### src/rtl/irq_arb_pkg.sv
package irq_arb_pkg;

    localparam int NUM_SRC = 12;
    localparam int NUM_PIN = 4;
    localparam int LVL_N   = 4;
    localparam int LVL_W   = $clog2(LVL_N);
    localparam int SRC_W   = $clog2(NUM_SRC);

    // slot of each external pin; slot order is also the tie-break order
    localparam int PIN_SLOT [NUM_PIN] = '{0, 2, 6, 7};

    typedef enum logic [1:0] {
        ST_IDLE = 2'd0,
        ST_WAIT = 2'd1,
        ST_CALL = 2'd2
    } arb_state_e;

    function automatic logic [NUM_SRC-1:0] pin_slot_mask();
        logic [NUM_SRC-1:0] m;
        m = '0;
        for (int k = 0; k < NUM_PIN; k++) begin
            m[PIN_SLOT[k]] = 1'b1;
        end
        return m;
    endfunction

endpackage

### src/rtl/irq_pin_detect.sv
module irq_pin_detect (
    input  logic clk_i,
    input  logic rst_ni,
    input  logic pin_n_i,
    input  logic edge_mode_i,
    input  logic clr_i,
    output logic flag_o
);

    logic pin_s_q;
    logic pin_d_q;
    logic flag_q;
    logic fall;

    assign fall = pin_d_q & ~pin_s_q;

    always_ff @(posedge clk_i or negedge rst_ni) begin
        if (!rst_ni) begin
            pin_s_q <= 1'b1;
            pin_d_q <= 1'b1;
            flag_q  <= 1'b0;
        end else begin
            pin_s_q <= pin_n_i;
            pin_d_q <= pin_s_q;
            if (edge_mode_i) begin
                flag_q <= (flag_q & ~clr_i) | fall;
            end else begin
                flag_q <= ~pin_s_q;
            end
        end
    end

    assign flag_o = flag_q;

    // a served edge flag drops unless a new edge arrives at once
    assert_edge_clear_R8: assert property (@(posedge clk_i) disable iff (!rst_ni)
        (edge_mode_i && clr_i && !fall) |=> !flag_o);

endmodule

### src/rtl/irq_prio_pick.sv
module irq_prio_pick #(
    parameter int NUM_SRC = 12,
    parameter int LVL_W   = 2,
    localparam int SRC_W  = $clog2(NUM_SRC)
) (
    input  logic [NUM_SRC-1:0] req_i,
    input  logic [NUM_SRC-1:0] prio_lo_i,
    input  logic [NUM_SRC-1:0] prio_hi_i,
    output logic               valid_o,
    output logic [SRC_W-1:0]   idx_o,
    output logic [LVL_W-1:0]   lvl_o
);

    logic [LVL_W-1:0] lvl_of [NUM_SRC];

    for (genvar s = 0; s < NUM_SRC; s++) begin : g_lvl
        assign lvl_of[s] = LVL_W'({prio_hi_i[s], prio_lo_i[s]});
    end

    // ascending scan with strict compare: lowest slot keeps a tie
    always_comb begin
        valid_o = 1'b0;
        idx_o   = '0;
        lvl_o   = '0;
        for (int i = 0; i < NUM_SRC; i++) begin
            if (req_i[i] && (!valid_o || (lvl_of[i] > lvl_o))) begin
                valid_o = 1'b1;
                idx_o   = SRC_W'(i);
                lvl_o   = lvl_of[i];
            end
        end
    end

endmodule

### src/rtl/irq_svc_stack.sv
module irq_svc_stack #(
    parameter int LVL_N  = 4,
    localparam int LVL_W = $clog2(LVL_N)
) (
    input  logic             clk_i,
    input  logic             rst_ni,
    input  logic             push_i,
    input  logic [LVL_W-1:0] push_lvl_i,
    input  logic             pop_i,
    output logic [LVL_N-1:0] isr_o,
    output logic             any_o,
    output logic [LVL_W-1:0] top_lvl_o
);

    logic [LVL_N-1:0] isr_q;
    logic [LVL_N-1:0] isr_d;

    always_comb begin
        top_lvl_o = '0;
        for (int l = 0; l < LVL_N; l++) begin
            if (isr_q[l]) begin
                top_lvl_o = LVL_W'(l);
            end
        end
    end

    assign any_o = |isr_q;

    always_comb begin
        isr_d = isr_q;
        if (pop_i && any_o) begin
            isr_d[top_lvl_o] = 1'b0;
        end
        if (push_i) begin
            isr_d[push_lvl_i] = 1'b1;
        end
    end

    always_ff @(posedge clk_i or negedge rst_ni) begin
        if (!rst_ni) begin
            isr_q <= '0;
        end else begin
            isr_q <= isr_d;
        end
    end

    assign isr_o = isr_q;

    // a return with a routine active removes exactly one level
    assert_pop_one_R10: assert property (@(posedge clk_i) disable iff (!rst_ni)
        (pop_i && !push_i && any_o) |=>
            ($countones(isr_q) == $countones($past(isr_q)) - 1));

endmodule

### src/rtl/irq_arbiter.sv
module irq_arbiter
    import irq_arb_pkg::*;
(
    input  logic               clk_i,
    input  logic               rst_ni,
    input  logic [NUM_PIN-1:0] pin_n_i,
    input  logic [NUM_PIN-1:0] pin_edge_i,
    input  logic [NUM_SRC-1:0] periph_req_i,
    input  logic [NUM_SRC-1:0] src_en_i,
    input  logic               glb_en_i,
    input  logic [NUM_SRC-1:0] prio_lo_i,
    input  logic [NUM_SRC-1:0] prio_hi_i,
    input  logic               last_i,
    input  logic               reti_i,
    input  logic               ctl_wr_i,
    output logic               call_o,
    output logic [SRC_W-1:0]   call_src_o,
    output logic [LVL_N-1:0]   in_service_o
);

    localparam logic [NUM_SRC-1:0] PIN_MASK = pin_slot_mask();

    arb_state_e         state_q, state_d;
    logic [NUM_PIN-1:0] pin_flag;
    logic [NUM_PIN-1:0] pin_clr;
    logic [NUM_SRC-1:0] src_flag;
    logic [NUM_SRC-1:0] sample_q;
    logic [NUM_SRC-1:0] eligible;
    logic               win_valid;
    logic [SRC_W-1:0]   win_idx;
    logic [LVL_W-1:0]   win_lvl;
    logic               svc_any;
    logic [LVL_W-1:0]   svc_top;
    logic               cand_ok;
    logic               unblocked;
    logic               go;
    logic [SRC_W-1:0]   src_q;
    logic [LVL_W-1:0]   call_lvl_q;

    // external pin detectors
    for (genvar k = 0; k < NUM_PIN; k++) begin : g_pin
        localparam int SLOT = PIN_SLOT[k];
        assign pin_clr[k] = go && (win_idx == SRC_W'(SLOT));
        irq_pin_detect u_det (
            .clk_i       (clk_i),
            .rst_ni      (rst_ni),
            .pin_n_i     (pin_n_i[k]),
            .edge_mode_i (pin_edge_i[k]),
            .clr_i       (pin_clr[k]),
            .flag_o      (pin_flag[k])
        );
    end

    // merge pin flags into their slots
    always_comb begin
        src_flag = periph_req_i & ~PIN_MASK;
        for (int k = 0; k < NUM_PIN; k++) begin
            src_flag[PIN_SLOT[k]] = pin_flag[k];
        end
    end

    // sample stage: one snapshot per instruction cycle
    always_ff @(posedge clk_i or negedge rst_ni) begin
        if (!rst_ni) begin
            sample_q <= '0;
        end else begin
            sample_q <= src_flag;
        end
    end

    // poll stage
    assign eligible = sample_q & src_en_i & {NUM_SRC{glb_en_i}};

    irq_prio_pick #(
        .NUM_SRC (NUM_SRC),
        .LVL_W   (LVL_W)
    ) u_pick (
        .req_i     (eligible),
        .prio_lo_i (prio_lo_i),
        .prio_hi_i (prio_hi_i),
        .valid_o   (win_valid),
        .idx_o     (win_idx),
        .lvl_o     (win_lvl)
    );

    irq_svc_stack #(
        .LVL_N (LVL_N)
    ) u_stack (
        .clk_i      (clk_i),
        .rst_ni     (rst_ni),
        .push_i     (go),
        .push_lvl_i (win_lvl),
        .pop_i      (reti_i),
        .isr_o      (in_service_o),
        .any_o      (svc_any),
        .top_lvl_o  (svc_top)
    );

    assign cand_ok   = win_valid && (!svc_any || (win_lvl > svc_top));
    assign unblocked = last_i && !reti_i && !ctl_wr_i;
    assign go        = cand_ok && unblocked && (state_q != ST_CALL);

    // next-state logic
    always_comb begin
        state_d = state_q;
        unique case (state_q)
            ST_IDLE, ST_WAIT: begin
                if (go) begin
                    state_d = ST_CALL;
                end else if (cand_ok) begin
                    state_d = ST_WAIT;
                end else begin
                    state_d = ST_IDLE;
                end
            end
            ST_CALL: begin
                state_d = cand_ok ? ST_WAIT : ST_IDLE;
            end
            default: state_d = ST_IDLE;
        endcase
    end

    // state register
    always_ff @(posedge clk_i or negedge rst_ni) begin
        if (!rst_ni) begin
            state_q <= ST_IDLE;
        end else begin
            state_q <= state_d;
        end
    end

    // call registers, loaded on a granted poll
    always_ff @(posedge clk_i or negedge rst_ni) begin
        if (!rst_ni) begin
            src_q      <= '0;
            call_lvl_q <= '0;
        end else if (go) begin
            src_q      <= win_idx;
            call_lvl_q <= win_lvl;
        end
    end

    // outputs
    always_comb begin
        call_o     = 1'b0;
        call_src_o = src_q;
        unique case (state_q)
            ST_CALL:          call_o = 1'b1;
            ST_IDLE, ST_WAIT: call_o = 1'b0;
            default:          call_o = 1'b0;
        endcase
    end

    // a call only follows a poll in the last instruction cycle
    assert_call_at_boundary_R4: assert property (@(posedge clk_i) disable iff (!rst_ni)
        call_o |-> $past(last_i));

    // a call never follows a return or a control write
    assert_call_not_blocked_R5: assert property (@(posedge clk_i) disable iff (!rst_ni)
        call_o |-> $past(!reti_i && !ctl_wr_i));

    // the level just called is the top of the in-service stack
    assert_call_top_level_R6: assert property (@(posedge clk_i) disable iff (!rst_ni)
        call_o |-> ((in_service_o >> call_lvl_q) == LVL_N'(1)));

    // call strobes never abut
    assert_call_pulse_R12: assert property (@(posedge clk_i) disable iff (!rst_ni)
        call_o |=> !call_o);

endmodule

### config.mk
export PLATFORM = sky130hd
export DESIGN_NAME = irq_arbiter
export DESIGN_NICKNAME = d
export VERILOG_FILES = /design/src/rtl/irq_arb_pkg.sv /design/src/rtl/irq_pin_detect.sv /design/src/rtl/irq_prio_pick.sv /design/src/rtl/irq_svc_stack.sv /design/src/rtl/irq_arbiter.sv
export SDC_FILE = /design/constraint.sdc
export NUM_CORES = 1
export LEC_CHECK = 0
export ABC_AREA = 1
export BUFFER_PORTS_ARGS = -buffer_cell sky130_fd_sc_hd__buf_4
export CAP_MARGIN = 20
export CORE_MARGIN = 10
export CORE_UTILIZATION = 24
export DETAILED_ROUTE_END_ITERATION = 8
export GPL_ROUTABILITY_DRIVEN = 0
export SYNTH_ARGS = -nofsm -noshare
export SYNTH_HDL_FRONTEND = slang
export SYNTH_SLANG_ARGS = --single-unit
### constraint.sdc
create_clock -name clk_i -period 11.6 [get_ports clk_i]
set_clock_uncertainty 0.2 [all_clocks]
set_input_delay 2.32 -clock clk_i [delete_from_list [all_inputs] [get_ports clk_i]]
set_output_delay 2.32 -clock clk_i [all_outputs]
set_load 0.1 [all_outputs]
==> metrics.yaml <==
timing:
  setup_viol: 14
  period_needed_ns: 13.22
  setup_ws_ns: -1.624
  final.period_utilization_pct: 114.0
  hold_viol_final: 0
  tightestPinTransition_ns: 0.6065
  fmax_mhz: 75.62
  rsz0062_at_grt: "true"
  max-slew-margin-rel_pct: 59.48
  slew_violations: 0
setup_path:
  cp-end-kind: "flop"
  crit_path_top_delay_cell: "ha_1"
  max_stage_delay_ns: 0.31
  cp_max_fo: 5
  start_kind: "primary input"
  arrival_ns: 13.20
  worstSetupPathType: "primary input to flop"
  cp_common_cell: "nand2_2"
  worstPathRequired_ns: 11.57
cts:
  clock-root-buffer: "clkbuf_8"
  clk_path_buf_depth: 2
  cts.sinks: 34
  cts_buffers: 5
  path_clk_slew_ns: 0.08
  clkLatencyLatePin_ns: 0.29
  cts_hold_buf: 0
  htreeDepth: 2
  tritoncts: "yes"
floorplan:
  num_rows: 37
  ioPinCount: 71
  die_w_um: 123.2
  core_mm2: 0.01037
  initial_core_util_pct: 24.66
  fp.dieArea_mm2: 0.01519
  die_y_um: 123.2
run:
  cap_violations: 0
power:
  p_leak_nw: 2.488
  power.density_mw_per_mm2: 118.5
  power_w: 0.0005504
  max-vdd-ir-drop_mv: 0.1016
routing:
  vias: 2860
  drc: 0
  drtIter0Drc: 52
  finalWirelength_um: 8444
  first_pass_iters: 4
  ant_nets: 0
  post_drt_wl_per_cell_um: 12.51
  routed_via_density: 4.237
hold_path:
  hp-class: "flop to flop"
final_layout:
  num_antenna_cells: 0
  layout-drive-gt1-share_pct: 57.88
  final_cell_mix: "buf_4 (173), nand2_1 (68), inv_1 (54), dfrtp_1 (26), nand2_2 (25)"
  synthToLayoutAreaGrowth_pct: 81.56
  final_common_cell: "buf_4"
  postLayoutCoreUtil_pct: 44.78
  final_nets: 620
yosys:
  synth_edf_count: 0
  synth_cell_type_count: 30
  synthArstFlopShare_pct: 100.0
  netlist_instances: 351
  ys_seq_elements: 34
  synth_flop_cell: "dfrtp_1"
  synth_nets: 433
  syn_area_per_cell_um2: 7.286
  yosys_warnings: 0
  synth_area_mm2: 0.002557
  synth_seq_area_share_pct: 33.66
placement:
  port_buffers: 66
  place_ws_ns: -2.363
  dp_hpwl_um: 5938
grt:
  grt_usage_pct: 10.32
  grt_max_degree: 35
  overflow: 0
  grt_pass1_vias: 2980
  antenna_found_initial: 0
  grt_pass1_wl_um: 12940
run_status:
  violations: "negative setup slack"
  outcome: "complete, but fails checks"
path summary, 6_finish.rpt:
| path | startpoint | to | slack, ns | depth (start not counted) |
|---|---|---|---|---|
| worst min-delay path | g_pin[1].u_det.pin_s_q | g_pin[1].u_det.pin_d_q | 0.16 | 0 |
| worst max-delay path | src_en_i[0] | g_pin[2].u_det.flag_o | -1.62 | 100 |
| max in group asynchronous | rst_ni | g_pin[1].u_det.pin_s_q | 9.05 | 1 |
| min in group asynchronous | rst_ni | sample_q[11] | 1.78 | 1 |
| worst min register to register | g_pin[1].u_det.pin_s_q | g_pin[1].u_det.pin_d_q | 0.16 | 0 |
| worst max register to register | sample_q[0] | g_pin[2].u_det.flag_o | 0.10 | 99 |
area by class of cell:
type                       instances  area (um^2)
timing repair buffer             181         1389
multi-input combinational        250         1867
clock buffer                       5        68.82
sequential                        34        860.8
clock inverter                     3        40.04
tap                              136        170.2
inverter                          66        247.7
fill                            1009         5727
synthesized netlist by cell type, drive strengths merged (3+ instances only):
| cell | instances | area share (%) |
|---|---|---|
| or2 | 3 | 0.83 |
| inv | 65 | 9.5 |
| o21bai | 5 | 1.5 |
| dfrtp | 26 | 25 |
| nand3 | 42 | 10 |
| nand2 | 106 | 19 |
| dfstp | 8 | 8.2 |
| nor2 | 27 | 4.3 |
| ha | 20 | 9.8 |
| nor3 | 3 | 0.59 |
| o21ai | 30 | 6.5 |
| a21oi | 4 | 1.2 |
state kept, by name (all words and copies together), names as in the netlist:
| signal | cells |
|---|---|
| g_pin.u_det.pin_d_q | 4 |
| call_src_o | 4 |
| state_q | 2 |
| sample_q | 12 |
| g_pin.u_det.pin_s_q | 4 |
| u_stack.isr_o | 4 |
| g_pin.u_det.flag_o | 4 |
cell families (layout without fill, tap and decap cells):
kind of cell,count (synthesis),count (layout),synth area share [%]
flops,34,34,33.66
simple gates,188,188,36.45
fa+ha+maj,20,20,9.785
compound gates,42,42,9.980
buf+inv,67,255,10.13
worst max-delay path, delay by kind of cell:
kind | cells | cell delay, ns
buf+inv | 14 | 0.86
compound gates | 18 | 2.10
simple gates | 56 | 4.87
fa+ha+maj | 12 | 3.00
report_power, final:
group	internal (W)	switching [W]
Sequential	0.000133	0.00000725
Combinational	0.000130	0.000171
Clock	0.0000633	0.0000450
Total	0.000327	0.000223
per-layer routing:
metal	track usage, %	wire length, um	vias to the layer above
met2	19.01	4462	43
met3	2.689	352	19
li1	-	-	1486
met1	11.24	3401	1312
met4	3.348	228	0
met5	0	0	-
repair_timing:
| item | 4_1_cts | 5_1_grt |
|---|---|---|
| pin swaps | 67 | 80 |
| buffers inserted | 42 | 14 |
| endpoints found under the setup margin | 14 | 14 |
| gates resized for setup | 27 | 57 |
through the flow:
| step | instances | hold slack (ns) | instance area, um^2 | TNS [ns] |
|---|---|---|---|---|
| after floorplan | 351 | 0.1518 | 2624 | -24.93 |
| after global placement | 611 | 0.1542 | 3721 | -26.43 |
| after detailed placement | 611 | 0.1557 | 3721 | -30.17 |
| after CTS | 661 | 0.1625 | 4295 | -20.79 |
| after global routing | 675 | 0.1679 | 4643 | -32.35 |
| final | 675 | 0.1553 | 4643 | -20.86 |
Note: power is estimated with default switching activity, not from simulation.
